$ cat src/rtl/tps_pkg.sv
package tps_pkg;

  localparam int unsigned FRAME_BITS = 24;

  // Frame words; the trailing byte of the second frame selects the action.
  localparam logic [FRAME_BITS-1:0] ARM_WORD = 24'h030001;
  localparam logic [FRAME_BITS-1:0] SET_WORD = 24'h020001;
  localparam logic [FRAME_BITS-1:0] CLR_WORD = 24'h020003;

  typedef enum logic [2:0] {
    ST_IDLE    = 3'd0,
    ST_GAP     = 3'd1,
    ST_FRAME2  = 3'd2,
    ST_WRITE   = 3'd3,
    ST_RECOVER = 3'd4
  } seq_state_e;

  function automatic int unsigned max3(int unsigned a, int unsigned b, int unsigned c);
    int unsigned m;
    m = (a > b) ? a : b;
    return (m > c) ? m : c;
  endfunction

endpackage

$ cat src/rtl/tps_sync.sv
module tps_sync #(
  parameter int unsigned WIDTH = 4,
  parameter int unsigned STAGES = 2,
  parameter logic [WIDTH-1:0] RST_VAL = '0
) (
  input  logic             clk,
  input  logic             rst_n,
  input  logic [WIDTH-1:0] d,
  output logic [WIDTH-1:0] q
);

  logic [STAGES-1:0][WIDTH-1:0] stg;

  always_ff @(posedge clk or negedge rst_n) begin
    if (!rst_n) begin
      for (int i = 0; i < int'(STAGES); i++) stg[i] <= RST_VAL;
    end else begin
      stg[0] <= d;
      for (int i = 1; i < int'(STAGES); i++) stg[i] <= stg[i-1];
    end
  end

  assign q = stg[STAGES-1];

endmodule

$ cat src/rtl/tps_frame_rx.sv
module tps_frame_rx #(
  parameter int unsigned BITS = 24,
  localparam int unsigned MAXC = BITS + 1,
  localparam int unsigned CW = $clog2(MAXC + 1)
) (
  input  logic            clk,
  input  logic            rst_n,
  input  logic            cs_s,
  input  logic            sck_s,
  input  logic            sdi_s,
  output logic            frame_vld,
  output logic            frame_start,
  output logic            frame_len_ok,
  output logic [BITS-1:0] frame_word
);

  logic          cs_q;
  logic          sck_q;
  logic [CW-1:0] cnt;
  logic [BITS-1:0] shreg;
  logic          sck_rise;
  logic          cs_fall;

  assign sck_rise = sck_s & ~sck_q & ~cs_s;
  assign cs_fall  = ~cs_s & cs_q;

  always_ff @(posedge clk or negedge rst_n) begin
    if (!rst_n) begin
      cs_q  <= 1'b1;
      sck_q <= 1'b0;
    end else begin
      cs_q  <= cs_s;
      sck_q <= sck_s;
    end
  end

  // Bit counter saturates one past a legal frame so over-length stays wrong.
  always_ff @(posedge clk or negedge rst_n) begin
    if (!rst_n) begin
      cnt <= '0;
    end else if (cs_fall) begin
      cnt <= '0;
    end else if (sck_rise && cnt != CW'(MAXC)) begin
      cnt <= cnt + 1'b1;
    end
  end

  always_ff @(posedge clk or negedge rst_n) begin
    if (!rst_n) shreg <= '0;
    else if (sck_rise) shreg <= {shreg[BITS-2:0], sdi_s};
  end

  assign frame_vld    = cs_s & ~cs_q;
  assign frame_start  = cs_fall;
  assign frame_len_ok = (cnt == CW'(BITS));
  assign frame_word   = shreg;

  // the counter never wraps back into the legal length
  a_r7_cnt_saturates: assert property (@(posedge clk) disable iff (!rst_n)
    (cnt == CW'(MAXC) && !cs_fall) |=> (cnt == CW'(MAXC)));

  a_r7_cnt_bounded: assert property (@(posedge clk) disable iff (!rst_n)
    cnt <= CW'(MAXC));

endmodule

$ cat src/rtl/tps_seq_fsm.sv
module tps_seq_fsm
  import tps_pkg::*;
#(
  parameter int unsigned WRITE_CYCLES = 10000,
  parameter int unsigned RECOVER_CYCLES = 10000,
  parameter int unsigned GAP_MIN = 2,
  parameter int unsigned GAP_MAX = 100000,
  localparam int unsigned TMAX = max3(WRITE_CYCLES, RECOVER_CYCLES, GAP_MAX),
  localparam int unsigned TW = $clog2(TMAX + 1)
) (
  input  logic                  clk,
  input  logic                  rst_n,
  input  logic                  frame_vld,
  input  logic                  frame_start,
  input  logic                  frame_len_ok,
  input  logic [FRAME_BITS-1:0] frame_word,
  input  logic                  prog_en_s,
  output logic                  set_o,
  output logic                  clr_o,
  output logic                  busy_o
);

  localparam logic [TW-1:0] WR_LOAD  = TW'(WRITE_CYCLES - 1);
  localparam logic [TW-1:0] REC_LOAD = TW'(RECOVER_CYCLES - 1);
  localparam logic [TW-1:0] GMIN_M1  = TW'(GAP_MIN - 1);
  localparam logic [TW-1:0] GMAX_M1  = TW'(GAP_MAX - 1);

  seq_state_e    state, state_n;
  logic [TW-1:0] tmr, tmr_n;
  logic          set_n, clr_n;
  logic          good_frame;

  assign good_frame = frame_vld & frame_len_ok & prog_en_s;

  always_comb begin
    state_n = state;
    tmr_n   = tmr;
    set_n   = 1'b0;
    clr_n   = 1'b0;
    unique case (state)
      ST_IDLE: begin
        if (good_frame && frame_word == ARM_WORD) begin
          state_n = ST_GAP;
          tmr_n   = '0;
        end
      end
      ST_GAP: begin
        if (!prog_en_s) begin
          state_n = ST_IDLE;
        end else if (frame_start) begin
          state_n = (tmr >= GMIN_M1) ? ST_FRAME2 : ST_IDLE;
        end else if (tmr == GMAX_M1) begin
          state_n = ST_IDLE;
        end else begin
          tmr_n = tmr + 1'b1;
        end
      end
      ST_FRAME2: begin
        if (!prog_en_s) begin
          state_n = ST_IDLE;
        end else if (frame_vld) begin
          if (good_frame && frame_word == SET_WORD) begin
            state_n = ST_WRITE;
            tmr_n   = WR_LOAD;
            set_n   = 1'b1;
          end else if (good_frame && frame_word == CLR_WORD) begin
            state_n = ST_WRITE;
            tmr_n   = WR_LOAD;
            clr_n   = 1'b1;
          end else begin
            state_n = ST_IDLE;
          end
        end
      end
      ST_WRITE: begin
        if (tmr == '0) begin
          state_n = ST_RECOVER;
          tmr_n   = REC_LOAD;
        end else begin
          tmr_n = tmr - 1'b1;
        end
      end
      ST_RECOVER: begin
        if (tmr == '0) state_n = ST_IDLE;
        else tmr_n = tmr - 1'b1;
      end
      default: state_n = ST_IDLE;
    endcase
  end

  always_ff @(posedge clk or negedge rst_n) begin
    if (!rst_n) begin
      state  <= ST_IDLE;
      tmr    <= '0;
      set_o  <= 1'b0;
      clr_o  <= 1'b0;
      busy_o <= 1'b0;
    end else begin
      state  <= state_n;
      tmr    <= tmr_n;
      set_o  <= set_n;
      clr_o  <= clr_n;
      busy_o <= (state_n == ST_WRITE) || (state_n == ST_RECOVER);
    end
  end

  // strobes are single cycle, exclusive, and open the busy window
  a_r4_one_cycle: assert property (@(posedge clk) disable iff (!rst_n)
    (set_o || clr_o) |=> !(set_o || clr_o));

  a_r4_starts_busy: assert property (@(posedge clk) disable iff (!rst_n)
    (set_o || clr_o) |-> $rose(busy_o));

  a_r4_exclusive: assert property (@(posedge clk) disable iff (!rst_n)
    !(set_o && clr_o));

  // write interval is not cut short
  a_r5_write_holds: assert property (@(posedge clk) disable iff (!rst_n)
    (state == ST_WRITE && tmr != '0) |=> (state == ST_WRITE && busy_o));

  // losing the enable mid-sequence abandons it
  a_r6_enable_abort: assert property (@(posedge clk) disable iff (!rst_n)
    (!prog_en_s && (state == ST_GAP || state == ST_FRAME2)) |=> (state == ST_IDLE));

  // no strobe while an earlier action is still running
  a_r11_busy_no_strobe: assert property (@(posedge clk) disable iff (!rst_n)
    (busy_o && $past(busy_o)) |-> !(set_o || clr_o));

endmodule

$ cat src/rtl/trip_prog_seq_det.sv
module trip_prog_seq_det
  import tps_pkg::*;
#(
  parameter int unsigned SYNC_STAGES = 2,
  parameter int unsigned WRITE_CYCLES = 10000,
  parameter int unsigned RECOVER_CYCLES = 10000,
  parameter int unsigned GAP_MIN = 2,
  parameter int unsigned GAP_MAX = 100000
) (
  input  logic clk,
  input  logic rst_n,
  input  logic cs_n,
  input  logic sck,
  input  logic mosi,
  input  logic prog_en,
  output logic set_stb,
  output logic clr_stb,
  output logic busy
);

  localparam int unsigned NSIG = 4;
  localparam logic [NSIG-1:0] SYNC_RST = 4'b1000;

  logic [NSIG-1:0] raw_v, syn_v;
  logic            frame_vld, frame_start, frame_len_ok;
  logic [FRAME_BITS-1:0] frame_word;

  assign raw_v = {cs_n, sck, mosi, prog_en};

  tps_sync #(
    .WIDTH  (NSIG),
    .STAGES (SYNC_STAGES),
    .RST_VAL(SYNC_RST)
  ) u_sync (
    .clk  (clk),
    .rst_n(rst_n),
    .d    (raw_v),
    .q    (syn_v)
  );

  tps_frame_rx #(
    .BITS(FRAME_BITS)
  ) u_rx (
    .clk         (clk),
    .rst_n       (rst_n),
    .cs_s        (syn_v[3]),
    .sck_s       (syn_v[2]),
    .sdi_s       (syn_v[1]),
    .frame_vld   (frame_vld),
    .frame_start (frame_start),
    .frame_len_ok(frame_len_ok),
    .frame_word  (frame_word)
  );

  tps_seq_fsm #(
    .WRITE_CYCLES  (WRITE_CYCLES),
    .RECOVER_CYCLES(RECOVER_CYCLES),
    .GAP_MIN       (GAP_MIN),
    .GAP_MAX       (GAP_MAX)
  ) u_fsm (
    .clk         (clk),
    .rst_n       (rst_n),
    .frame_vld   (frame_vld),
    .frame_start (frame_start),
    .frame_len_ok(frame_len_ok),
    .frame_word  (frame_word),
    .prog_en_s   (syn_v[0]),
    .set_o       (set_stb),
    .clr_o       (clr_stb),
    .busy_o      (busy)
  );

  // quiet outputs out of reset
  a_r1_quiet_after_reset: assert property (@(posedge clk) disable iff (!rst_n)
    $rose(rst_n) |-> !(set_stb || clr_stb || busy));

endmodule

$ cat config.mk
export PLATFORM = sky130hd
export DESIGN_NAME = trip_prog_seq_det
export DESIGN_NICKNAME = d
export VERILOG_FILES = /design/src/rtl/tps_pkg.sv /design/src/rtl/tps_sync.sv /design/src/rtl/tps_frame_rx.sv /design/src/rtl/tps_seq_fsm.sv /design/src/rtl/trip_prog_seq_det.sv
export SDC_FILE = /design/constraint.sdc
export NUM_CORES = 1
export LEC_CHECK = 0
export ABC_AREA = 0
export BUFFER_PORTS_ARGS = -buffer_cell sky130_fd_sc_hd__buf_2
export CAP_MARGIN = 20
export CORE_MARGIN = 2
export CORE_UTILIZATION = 50
export CTS_BUF_LIST = sky130_fd_sc_hd__clkbuf_4 sky130_fd_sc_hd__clkbuf_8 sky130_fd_sc_hd__clkbuf_16
export DETAILED_ROUTE_END_ITERATION = 12
export GPL_TIMING_DRIVEN = 1
export PLACE_DENSITY_LB_ADDON = 0.25
export SLEW_MARGIN = 30
export SYNTH_ARGS = -nofsm -noshare
export SYNTH_HDL_FRONTEND = slang
export SYNTH_HIERARCHICAL = 1
export SYNTH_SLANG_ARGS = --single-unit
$ cat constraint.sdc
create_clock -name clk -period 2.6 [get_ports clk]
set_input_delay 0.13 -clock clk [delete_from_list [all_inputs] [get_ports clk]]
set_output_delay 0.13 -clock clk [all_outputs]
set_load 0.01 [all_outputs]
* Word level (Yosys, flattened, before mapping) *
Cells that the tools add are included.
W data, S select, Z words.

cells by class
  $add $sub $neg = 3
  magnitude comparators = 1
  equality and inequality tests = 20
  mux-type cells = 34
  bitwise gates (word level) = 9
  reductions and logical operators = 10

operator list
  cell                     count
  $mux W17                 10
  $pmux W17 S5             1
  $eq A24 B18 Y1 const B   3
  $mux W3                  9
  $add A17 B1 Y17 const B  1
  $eq A17 B17 Y1 const B   1
  $ge A17 B1 Y1 const B    1
  $logic_not A17 Y1        1
  $sub A17 B1 Y17 const B  1
  $pmux W3 S5              1
  $mux W5                  2
  $ne A2 B2 Y1 const B     5
  $eq A3 B2 Y1 const B     3
  $mux W1                  9
  $reduce_and A9 Y1        1
  $and A1 B1 Y1            6
  $eq A3 B3 Y1 const B     2
  $add A5 B1 Y5 const B    1
  $eq A5 B5 Y1 const B     1
  $ne A5 B5 Y1 const B     1
  $reduce_bool A5 Y1       1
  $logic_and A1 B1 Y1      4
  $mux W2                  2
  $ne A2 B1 Y1 const B     2
  other kinds (6)          8

word-level totals
  register bits after elaboration = 62
  input bits = 6
  output and inout port bits = 3
  word-level logic and storage cells = 88

* Longest topological paths before layout *
Gate-level depths: netlist of run 1.

  depth after elaboration = 12
  depth in mapped cells = 10
  depth with buffers taken out = 9

* By module *
Netlist of run 1, hierarchy kept.

by module, submodules not included
  module        times used  cells an instance  area an instance (µm²)  seq. area each (µm²)
  tps_seq_fsm   1           255                2025.7                  575.6
  tps_frame_rx  1           139                1276.2                  777.0
  tps_sync      1           12                 232.7                   202.7

* Least setup slack after synthesis of run 1 *
Ideal clock, no wire load.

  path type = reg2reg
  from = register u_rx.cnt[0]
  to = register u_fsm.tmr[12]
  data arrival time = 2114 ps
  data required time = 2472 ps
  setup slack = 358 ps
  cell stages (with the launch flop) = 11
  buffers on the path = 1
  period minus slack after synthesis = 2242 ps
  cells stage by stage = dfrtp_1 > inv_1 > ha_1 > and4b_1 > nor4b_1 > nand4_1 > nor4_1 > nor3b_4 > buf_6 > a21oi_1 > o22ai_2

on the way
  word-level cells in the longest chain between the ends = 8
  elaborated cells between the ends (all ways) = 13
  those cells by class = eq/ne: 3; mux: 4; bitwise: 2; reduce/logical: 4

ends and longest elaborated chain
  what                           line                     source
  start, declared                tps_frame_rx.sv:19       logic [CW-1:0] cnt;
  start signal, assigned         tps_frame_rx.sv:44       cnt <= cnt + 1'b1;
  $eq A5 B5 Y1 *                 tps_frame_rx.sv:55       assign frame_len_ok = (cnt == CW'(BITS));
  net frame_len_ok               trip_prog_seq_det.sv:25  logic frame_vld, frame_start, frame_len_ok;
  $and A1 B1 Y1 * (2 in series)  tps_seq_fsm.sv:33        assign good_frame = frame_vld & frame_len_ok & prog_en_s;
  $logic_and A1 B1 Y1            tps_seq_fsm.sv:62        if (good_frame && frame_word == SET_WORD) begin
  $mux W17                       tps_seq_fsm.sv:62
  $mux W17                       tps_seq_fsm.sv:61        end else if (frame_vld) begin
  $mux W17                       tps_seq_fsm.sv:59        if (!prog_en_s) begin
  $pmux W17 S5                   tps_seq_fsm.sv:40        unique case (state)
  end signal, assigned           tps_seq_fsm.sv:100       tmr <= tmr_n;
  end, declared                  tps_seq_fsm.sv:29        logic [TW-1:0] tmr, tmr_n;

Mark *: on every way through the listed nets, which the timed path passes. The rest lies on a longest branch. The select of a mux whose other input is x is not followed.
A chain may end at the register's enable or synchronous reset.

* Worst setup path after layout of run 1 *
  from = register u_rx.cnt[1]
  to = register u_fsm.tmr[12]

Same word-level chain as after synthesis.

==> results.py, run 1 <==
metrics = {
    "synthesis": {
        "async_reset_ff_share_pct": 100,
        "ys.flop_type": "dfrtp_1",
        "yosys_warnings": 6,
        "synth_edf_count": 0,
        "synth.distinct_cells": 65,
        "synthCells": 406,
        "yosysSeqAreaShare_pct": 44.0,
        "synth_area_um2": 3530,
        "syn_area_per_cell_um2": 8.71,
        "ys_ff_latch": 62,
        "postSynthNetCount": 419,
    },
    "timing": {
        "hold_violations": 0,
        "slew_headroom_pct": 59.8,
        "worst_slew_pin_slew_ns": 0.588,
        "fin_crit_sh_pct": 92.2,
        "setup_viol": 0,
        "clock.fmax_mhz": 417,
        "fin_ws_ns": 0.202,
        "hold_ws_ns": 0.246,
        "finClkSkew_ns": 0.0101,
        "fin_crit_ns": 2.40,
        "final_max_slew_viol_count": 0,
    },
    "floorplan": {
        "core.rowCount": 30,
        "start_util_pct": 51.7,
        "die-width_um": 88.1,
        "ios": 9,
        "die_y_um": 88.1,
        "die-area_um2": 7760,
        "fp.coreArea_um2": 6830,
    },
    "cts": {
        "clk_pin_slew_ns": 0.08,
        "cts_buffer_depth": 2,
        "ctsRootBufferMaster": "clkbuf_8",
        "clock_latency_ns": 0.36,
        "cts.htree.levels": 3,
        "cts.sinks": 62,
        "cts_tree": "done",
        "cts_buffers": 9,
    },
    "finish": {
        "drive_gt1_share_pct": 15.6,
        "seqCellArea_um2": 1560,
        "nets": 443,
        "finalInstanceArea_um2": 4030,
        "antennaDiodeCount": 0,
        "area_growth_pct": 14.1,
        "multi_input_area_um2": 1830,
        "fin_util_pct": 59.0,
        "n_fill_cell": 607,
    },
    "global_routing": {
        "grt_pass1_vias": 2753,
        "antenna_found_initial": 0,
        "grt_pass1_wl_mm": 13.8,
        "grt_max_degree": 29,
        "grt.overflow.total": 0,
        "grt_use_total_pct": 23.3,
    },
    "worst_setup_path": {
        "arrival_ns": 2.63,
        "regToRegSetupSlack_ns": 0.20,
        "required_ns": 2.84,
        "reg2reg_from": "u_rx/cnt[1]$_DFFE_PN0P_",
        "critPathMaxFanout": 17,
        "crit_start": "u_rx/cnt[1]$_DFFE_PN0P_",
        "cp-start-kind": "flip-flop",
        "crit_path_end_kind": "flip-flop",
        "worstSetupPathType": "reg2reg",
    },
    "placement": {
        "dpl-instance-area_um2": 3730,
        "portBuffers": 8,
        "place_hpwl_mm": 5.82,
        "pre_cts_slack_ns": 0.0867,
        "gp_congestion": 0.928,
    },
    "pwr": {
        "power.density_nw_per_um2": 507,
        "p_leak_nw": 1.87,
        "vdd_ir_drop_max_v": 0.000330,
    },
    "job": {
        "drv_cap": 0,
    },
    "min_path": {
        "hp-class": "in2async",
    },
    "route": {
        "viasPerCell": 5.76,
        "drt.antenna.violating_nets": 0,
        "drc": 0,
        "num_vias": 3058,
        "wirelength_mm": 8.38,
        "dr.pass1.iters": 6,
        "wl_per_cell_um": 15.8,
        "drtIter0Drc": 295,
    },
    "outcome": {
        "status": "finished, final reports clean",
    },
}
==> report_power, final <==
group / internal, W / switching, W
clock network: 0.000455 / 0.000437
logic: 0.0000454 / 0.0000662
registers: 0.00101 / 0.0000346
total: 0.00151 / 0.000538
==> synthesized netlist by cell type (7+ instances only) <==
cell type  instances  area, µm²
a21oi_1           23        115
inv_1             11       41.3
clkbuf_1          13       48.8
dfrtp_1           59       1480
o21ai_0           21        105
xnor2_1            7       61.3
nor3_1            11       55.1
nor4_1             7       43.8
nand2_1           98        368
nand3_1           11       55.1
ha_1               7       87.6
nor2_1            23       86.3
nor2b_1            7       43.8
==> logic make-up after synthesis <==
family,synth area share (%)
buf+inv,5.13
simple gates,30.8
xor+xnor,2.48
mux,0.602
flops,44.0
fa+ha+maj,2.48
compound gates,14.5
==> state kept, by name (all words and copies together) (netlist names) <==
| signal | flops |
|---|---|
| u_rx/frame_word | 24 |
| u_rx/sck_q | 1 |
| u_fsm/tmr | 17 |
| u_fsm/busy_o | 1 |
| u_fsm/clr_o | 1 |
| u_fsm/state | 3 |
| u_rx/cs_q | 1 |
| u_rx/cnt | 5 |
| u_sync/q | 4 |
| u_fsm/set_o | 1 |
| u_sync/stg | 4 |
==> critical path, stage by stage (launching register included) <==
cell,delay (ns)
dfrtp_1,0.41
inv_1,0.10
ha_1,0.15
and4b_1,0.22
nor4b_2,0.21
nand4_1,0.24
nor4_2,0.26
buf_4,0.16
nor3b_4,0.04
buf_4,0.20
a21oi_1,0.18
o22ai_2,0.10
==> path summary, 6_finish.rpt <==
kind | to | cells past startpoint
worst max-delay path | u_fsm/tmr[12]$_DFFE_PN0P_ | 11
worst max register to register | u_fsm/tmr[12]$_DFFE_PN0P_ | 11
worst min register to register | u_sync/q[2]$_DFF_PN0_ | 0
max in group asynchronous | u_sync/stg[3]$_DFF_PN1_ | 3
worst min-delay path | u_rx/cnt[2]$_DFFE_PN0P_ | 2
min in group clk | u_sync/q[2]$_DFF_PN0_ | 0
==> metrics by stage <==
stage	cells	power (W)	setup TNS (ns)
floorplan	406	0.00111	0
global placement	508	0.00116	0
detailed placement	508	0.00116	0
finish	531	0.00205	0
global route	531	0.00213	-0.00247
CTS	529	0.00206	0
==> layout by cell type (no fill, tap or decap), drive strengths merged, types with 4 or more instances in the layout <==
| cell | n |
|---|---|
| nand2 | 98 |
| dfrtp | 59 |
| buf | 34 |
| o21ai | 27 |
| a21oi | 24 |
| nor2 | 23 |
| inv | 14 |
| nor3 | 13 |
| nand3 | 11 |
| nor4 | 10 |
| clkbuf | 9 |
| nor2b | 7 |
| xnor2 | 7 |
| ha | 7 |
| nand4 | 7 |
| nand2b | 6 |
| o22ai | 6 |
| dlygate4sd3 | 5 |
| or3 | 4 |
| a31oi | 4 |
| and3 | 4 |
==> repair_timing <==
item / CTS / global route
endpoints found under the hold margin: 22 / 0
setup buffers: 0 / 2
endpoints found under the setup margin: 0 / 17
resized for setup: 0 / 4
hold buffers: 5 / 0
==> layout make-up <==
class,instances,area share [%]
inverter,11,1.02
sequential,62,38.6
timing repair buffer,39,7.07
clock inverter,7,2.02
clock buffer,9,3.07
tap,96,2.98
multi-input combinational,307,45.3
==> layer usage <==
layer  vias to the layer above  GRT usage (%)  wire length [µm]
li1                       1474              -                 -
met3                        17           4.90               492
met1                      1457           36.0              4180
met4                         0           7.44               123
met5                         -              0                 0
met2                       110           32.6              3590
No activity file was read; power rests on OpenSTA's default activity.
==> run 2: changes to the inputs <==
CORE_MARGIN = unset   (was 2)
==> results.py, run 2 (synthesis results as in run 1) <==
metrics = {
    "placement": {
        "portBuffers": 8,
        "pre_cts_slack_ns": 0.0114,
        "place_hpwl_mm": 5.80,
        "gp_congestion": 0.924,
    },
    "route": {
        "drc": 0,
        "drtIter0Drc": 304,
        "drt.antenna.violating_nets": 0,
        "num_vias": 3084,
        "viasPerCell": 5.91,
        "wirelength_mm": 8.45,
        "wl_per_cell_um": 16.2,
        "dr.pass1.iters": 5,
    },
    "timing": {
        "setup_viol": 0,
        "hold_violations": 0,
        "clock.fmax_mhz": 415,
        "final_max_slew_viol_count": 0,
        "hold_ws_ns": 0.359,
        "fin_ws_ns": 0.193,
        "finClkSkew_ns": 0.00997,
        "rsz0062_at_grt": "no",
        "finalSetupTns_ns": 0,
        "slew_headroom_pct": 48.9,
        "worst_slew_pin_slew_ns": 0.766,
        "fin_crit_sh_pct": 92.6,
        "fin_crit_ns": 2.41,
    },
    "worst_setup_path": {
        "cp-start-kind": "flip-flop",
        "crit_path_top_delay_cell": "dfrtp_1",
        "required_ns": 2.82,
        "r2r-end": "u_fsm/tmr[11]$_DFFE_PN0P_",
        "crit_path_frequent_cell": "buf_4",
        "arrival_ns": 2.63,
        "reg2reg_depth": 11,
        "crit_path_end_kind": "flip-flop",
        "path_delay_family": "simple AND/OR/NAND/NOR gates",
        "cp_cell_sequence": "inv_1 > ha_1 > and4b_1 > nor4b_2 > nand4_1 > nor4_1 > buf_4 > nor3b_4 > buf_4 > a31oi_1 > o22ai_1",
        "reg2reg_from": "u_rx/cnt[0]$_DFFE_PN0P_",
        "critPathBufInv": 3,
        "regToRegSetupSlack_ns": 0.19,
        "critPathMaxFanout": 17,
        "worstSetupPathType": "reg2reg",
        "max_stage_delay_ns": 0.42,
    },
    "job": {
        "drv_cap": 0,
    },
    "finish": {
        "layout_common_cells": "nand2_1, dfrtp_1, nor2_1, a21oi_1, o21ai_0",
        "antennaDiodeCount": 0,
        "largest_reg_flops": 24,
        "layout_commonest_cell": "nand2_1",
        "nets": 434,
        "drive_gt1_share_pct": 13.6,
        "area_growth_pct": 11.6,
        "fin_util_pct": 58.0,
    },
    "cts": {
        "cts_tree": "done",
        "cts_buffer_depth": 2,
        "clock_latency_ns": 0.35,
        "cts.htree.levels": 3,
        "clk_pin_slew_ns": 0.07,
        "ctsRootBufferMaster": "clkbuf_8",
        "post_cts_buffers": 0,
        "cts.sinks": 62,
        "cts_buffers": 9,
    },
    "floorplan": {
        "die_y_um": 86.1,
        "die-width_um": 86.1,
        "core.rowCount": 30,
        "fp.coreArea_um2": 6790,
        "ios": 9,
        "die-area_um2": 7410,
        "start_util_pct": 52.0,
    },
    "pwr": {
        "p_leak_nw": 1.83,
        "power.density_nw_per_um2": 510,
        "vdd_ir_drop_max_v": 0.000289,
    },
    "min_path": {
        "min_to": "u_sync/q[0]$_DFF_PN0_",
        "hp-class": "reg2reg",
        "worstHoldStart": "u_sync/stg[0]$_DFF_PN0_",
        "hold_depth": 0,
    },
    "global_routing": {
        "grt_pass1_wl_mm": 14.4,
        "grt_use_total_pct": 25.2,
        "antenna_found_initial": 0,
        "grt_pass1_vias": 2963,
        "grt_max_degree": 63,
        "grt.overflow.total": 0,
    },
    "outcome": {
        "status": "finished, final reports clean",
    },
}
-- run 2: cell count changes in the layout (fill, tap and decap cells not counted) --
cell / change
nor4_1: +1
clkbuf_4: +2
buf_4: -9
inv_6: -3
nor4_4: -1
clkinv_2: +1
-- run 2: how the worst max path moves through the flow --
stage          slack [ns]  cells after the start               startpoint                         to
6_report             0.19                     11  u_rx/cnt[0]$_DFFE_PN0P_  u_fsm/tmr[11]$_DFFE_PN0P_
3_3_place_gp         0.25                     10  u_rx/cnt[0]$_DFFE_PN0P_   u_fsm/tmr[4]$_DFFE_PN0P_
3_5_place_dp         0.01                     10  u_rx/cnt[0]$_DFFE_PN0P_   u_fsm/tmr[4]$_DFFE_PN0P_
5_1_grt              0.03                     11  u_rx/cnt[0]$_DFFE_PN0P_  u_fsm/tmr[16]$_DFFE_PN0P_
2_1_floorplan        0.36                     10  u_rx/cnt[0]$_DFFE_PN0P_  u_fsm/tmr[12]$_DFFE_PN0P_
4_1_cts              0.11                     11  u_rx/cnt[0]$_DFFE_PN0P_  u_fsm/tmr[11]$_DFFE_PN0P_
-- run 2: what timing repair did --
| action | in CTS | in global routing |
|---|---|---|
| endpoints found under the setup margin | 2 | 6 |
| hold buffers | 5 | 0 |
| endpoints found under the hold margin | 63 | 0 |
| gates resized for setup | 1 | 1 |
| pin swaps | 0 | 1 |
-- run 2: cell type report --
cell class	count	area (µm²)
clock buffers	11	139
repair buffers	30	218
inverters	11	41.3
well taps	96	120
multi-input cells	307	1810
flip-flops and latches	62	1560
clock inverters	5	60.1
fillers	607	2850
-- run 2: where the power goes --
group	internal (W)	switching, W	total [W]
logic	0.0000401	0.0000648	0.000105
registers	0.00101	0.0000373	0.00105
clock network	0.000466	0.000396	0.000861
-- run 2: per-layer routing --
layer | vias up | share of wire, % | global-route usage [%] | wire [µm]
li1 | 1458 | - | - | -
met1 | 1493 | 47 | 34.8 | 4000
met2 | 120 | 45 | 38.7 | 3810
met3 | 13 | 6.2 | 6.16 | 521
met4 | 0 | 1.3 | 8.94 | 114
met5 | - | 0 | 0 | 0
-- run 2: stage by stage --
step	total power (W)	area [µm²]	instances
4_1_cts	0.00204	3940	522
5_1_grt	0.00209	3940	522
3_3_place_gp	0.00116	3680	501
3_5_place_dp	0.00116	3680	501
2_1_floorplan	0.00111	3530	406
6_report	0.00201	3940	522
==> run 3: changes to the inputs <==
PLACE_DENSITY = 0.66   (was unset)
PLACE_DENSITY_LB_ADDON = unset   (was 0.25)
==> results.py, run 3 (synthesis results as in run 1) <==
metrics = {
    "finish": {
        "largest_reg_flops": 24,
        "n_fill_cell": 591,
        "nets": 442,
        "area_growth_pct": 13.6,
        "fin_util_pct": 59.1,
        "layout_common_cells": "nand2_1, dfrtp_1, buf_4, nor2_1, a21oi_1",
        "drive_gt1_share_pct": 15.4,
        "layout_commonest_cell": "nand2_1",
        "seqCellArea_um2": 1560,
        "multi_input_area_um2": 1820,
        "antennaDiodeCount": 0,
    },
    "placement": {
        "pre_cts_slack_ns": 0.0894,
        "place_hpwl_mm": 5.74,
        "portBuffers": 8,
        "gp_congestion": 0.945,
    },
    "global_routing": {
        "grt_max_degree": 30,
        "gr-usage-met3_pct": 3.85,
        "grt.overflow.total": 0,
        "antenna_found_initial": 0,
        "grtUsageMet1_pct": 38.3,
        "grt_use_total_pct": 24.3,
        "top_usage_layer": "met1",
        "met2_usage_pct": 31.8,
        "grt_pass1_wl_mm": 13.8,
        "grt_pass1_vias": 2770,
    },
    "timing": {
        "finClkSkew_ns": 0.00928,
        "fin_crit_sh_pct": 91.7,
        "worst_slew_pin_slew_ns": 0.623,
        "setup_viol": 0,
        "final_max_slew_viol_count": 0,
        "hold_violations": 0,
        "slew_headroom_pct": 57.4,
        "clock.fmax_mhz": 419,
        "fin_ws_ns": 0.215,
        "fin_crit_ns": 2.38,
    },
    "cts": {
        "ctsRootBufferMaster": "clkbuf_8",
        "clk_pin_slew_ns": 0.07,
        "cts.htree.levels": 3,
        "cts_tree": "done",
        "cts_buffer_depth": 2,
        "cts.sinks": 62,
        "cts_buffers": 9,
        "clock_latency_ns": 0.34,
    },
    "route": {
        "wl_per_cell_um": 15.8,
        "drtIter0Drc": 241,
        "drt.antenna.violating_nets": 0,
        "viasPerCell": 5.71,
        "wirelength_mm": 8.37,
        "dr.pass1.iters": 5,
        "drc": 0,
        "num_vias": 3025,
    },
    "floorplan": {
        "die-area_um2": 7410,
        "die_y_um": 86.1,
        "die-width_um": 86.1,
        "ios": 9,
        "core.rowCount": 30,
        "fp.coreArea_um2": 6790,
        "start_util_pct": 52.0,
    },
    "job": {
        "drv_cap": 0,
    },
    "worst_setup_path": {
        "max_stage_delay_ns": 0.43,
        "cp_cell_sequence": "inv_1 > ha_1 > and4b_1 > nor4b_2 > nand4_1 > nor4_2 > buf_4 > nor3b_4 > buf_4 > a21oi_1 > o22ai_2",
        "arrival_ns": 2.60,
        "critPathMaxFanout": 17,
        "worstSetupPathType": "reg2reg",
        "required_ns": 2.82,
        "crit_path_frequent_cell": "buf_4",
        "crit_path_top_delay_cell": "dfrtp_1",
        "cp-start-kind": "flip-flop",
        "crit_path_end_kind": "flip-flop",
    },
    "outcome": {
        "status": "finished, final reports clean",
    },
    "pwr": {
        "p_leak_nw": 1.87,
        "power_w": 0.00202,
        "vdd_ir_drop_max_v": 0.000335,
        "power.density_nw_per_um2": 504,
    },
    "min_path": {
        "hp-class": "in2async",
    },
}
-- run 3: cell types whose count changed in the layout (fill, tap and decap cells not counted), sizes merged --
cell,change
inv,+1
buf,+8
clkinvlp,-1
-- run 3: final timing paths --
| path | start | to | slack [ns] | cells past startpoint |
|---|---|---|---|---|
| max | u_rx/cnt[0]$_DFFE_PN0P_ | u_fsm/tmr[12]$_DFFE_PN0P_ | 0.22 | 11 |
| min | rst_n | u_rx/cnt[2]$_DFFE_PN0P_ | 0.24 | 2 |
| max reg2reg | u_rx/cnt[0]$_DFFE_PN0P_ | u_fsm/tmr[12]$_DFFE_PN0P_ | 0.22 | 11 |
| min reg2reg | u_sync/stg[1]$_DFF_PN0_ | u_sync/q[1]$_DFF_PN0_ | 0.35 | 0 |
| max in group asynchronous | rst_n | u_fsm/tmr[2]$_DFFE_PN0P_ | 1.64 | 3 |
| min in group clk | u_sync/stg[1]$_DFF_PN0_ | u_sync/q[1]$_DFF_PN0_ | 0.35 | 0 |
-- run 3: critical path: cells and delay by family (launching register included) --
| kind | cells | cell delay [ns] |
|---|---|---|
| and+or+nand+nor | 5 | 0.93 |
| buffers and inverters | 3 | 0.47 |
| DFF | 1 | 0.43 |
| AOI/OAI and AO/OA | 2 | 0.29 |
| adders and majority gates | 1 | 0.14 |
-- run 3: layout make-up --
class                      count  share of cell area (%)
inverter                      11                    1.03
multi-input combinational    307                    45.3
timing repair buffer          38                    6.92
clock inverter                 5                    1.43
clock buffer                  11                    3.62
tap                           96                    2.99
sequential                    62                    38.7
-- run 3: stage by stage --
step                std cells  TNS, ns  hold slack [ns]  instance area (µm²)
detailed placement        508        0           0.0750                 3730
global placement          508        0           0.0664                 3730
global route              530  -0.0192            0.266                 4010
CTS                       529        0            0.243                 3990
floorplan                 406        0           -0.166                 3530
finish                    530        0            0.236                 4010
-- run 3: where the power goes --
| group | leakage [nW] | internal [W] | switching (W) |
|---|---|---|---|
| clock | 0.107 | 0.000481 | 0.000395 |
| sequential | 0.833 | 0.00101 | 0.0000355 |
| combinational | 0.934 | 0.0000411 | 0.0000636 |
| total | 1.87 | 0.00153 | 0.000494 |
-- run 3: repair_timing --
item | 4_1_cts | 5_1_grt
hold buffers | 5 | 0
buffers inserted | 0 | 1
endpoints found under the hold margin | 18 | 0
setup endpoints to repair | 0 | 17
resized for setup | 0 | 3
-- run 3: per-layer routing --
metal | part of all wire, % | vias to the layer above
li1 | - | 1474
met1 | 51 | 1442
met2 | 42 | 88
met3 | 4.9 | 21
met4 | 2.6 | 0
met5 | 0 | -
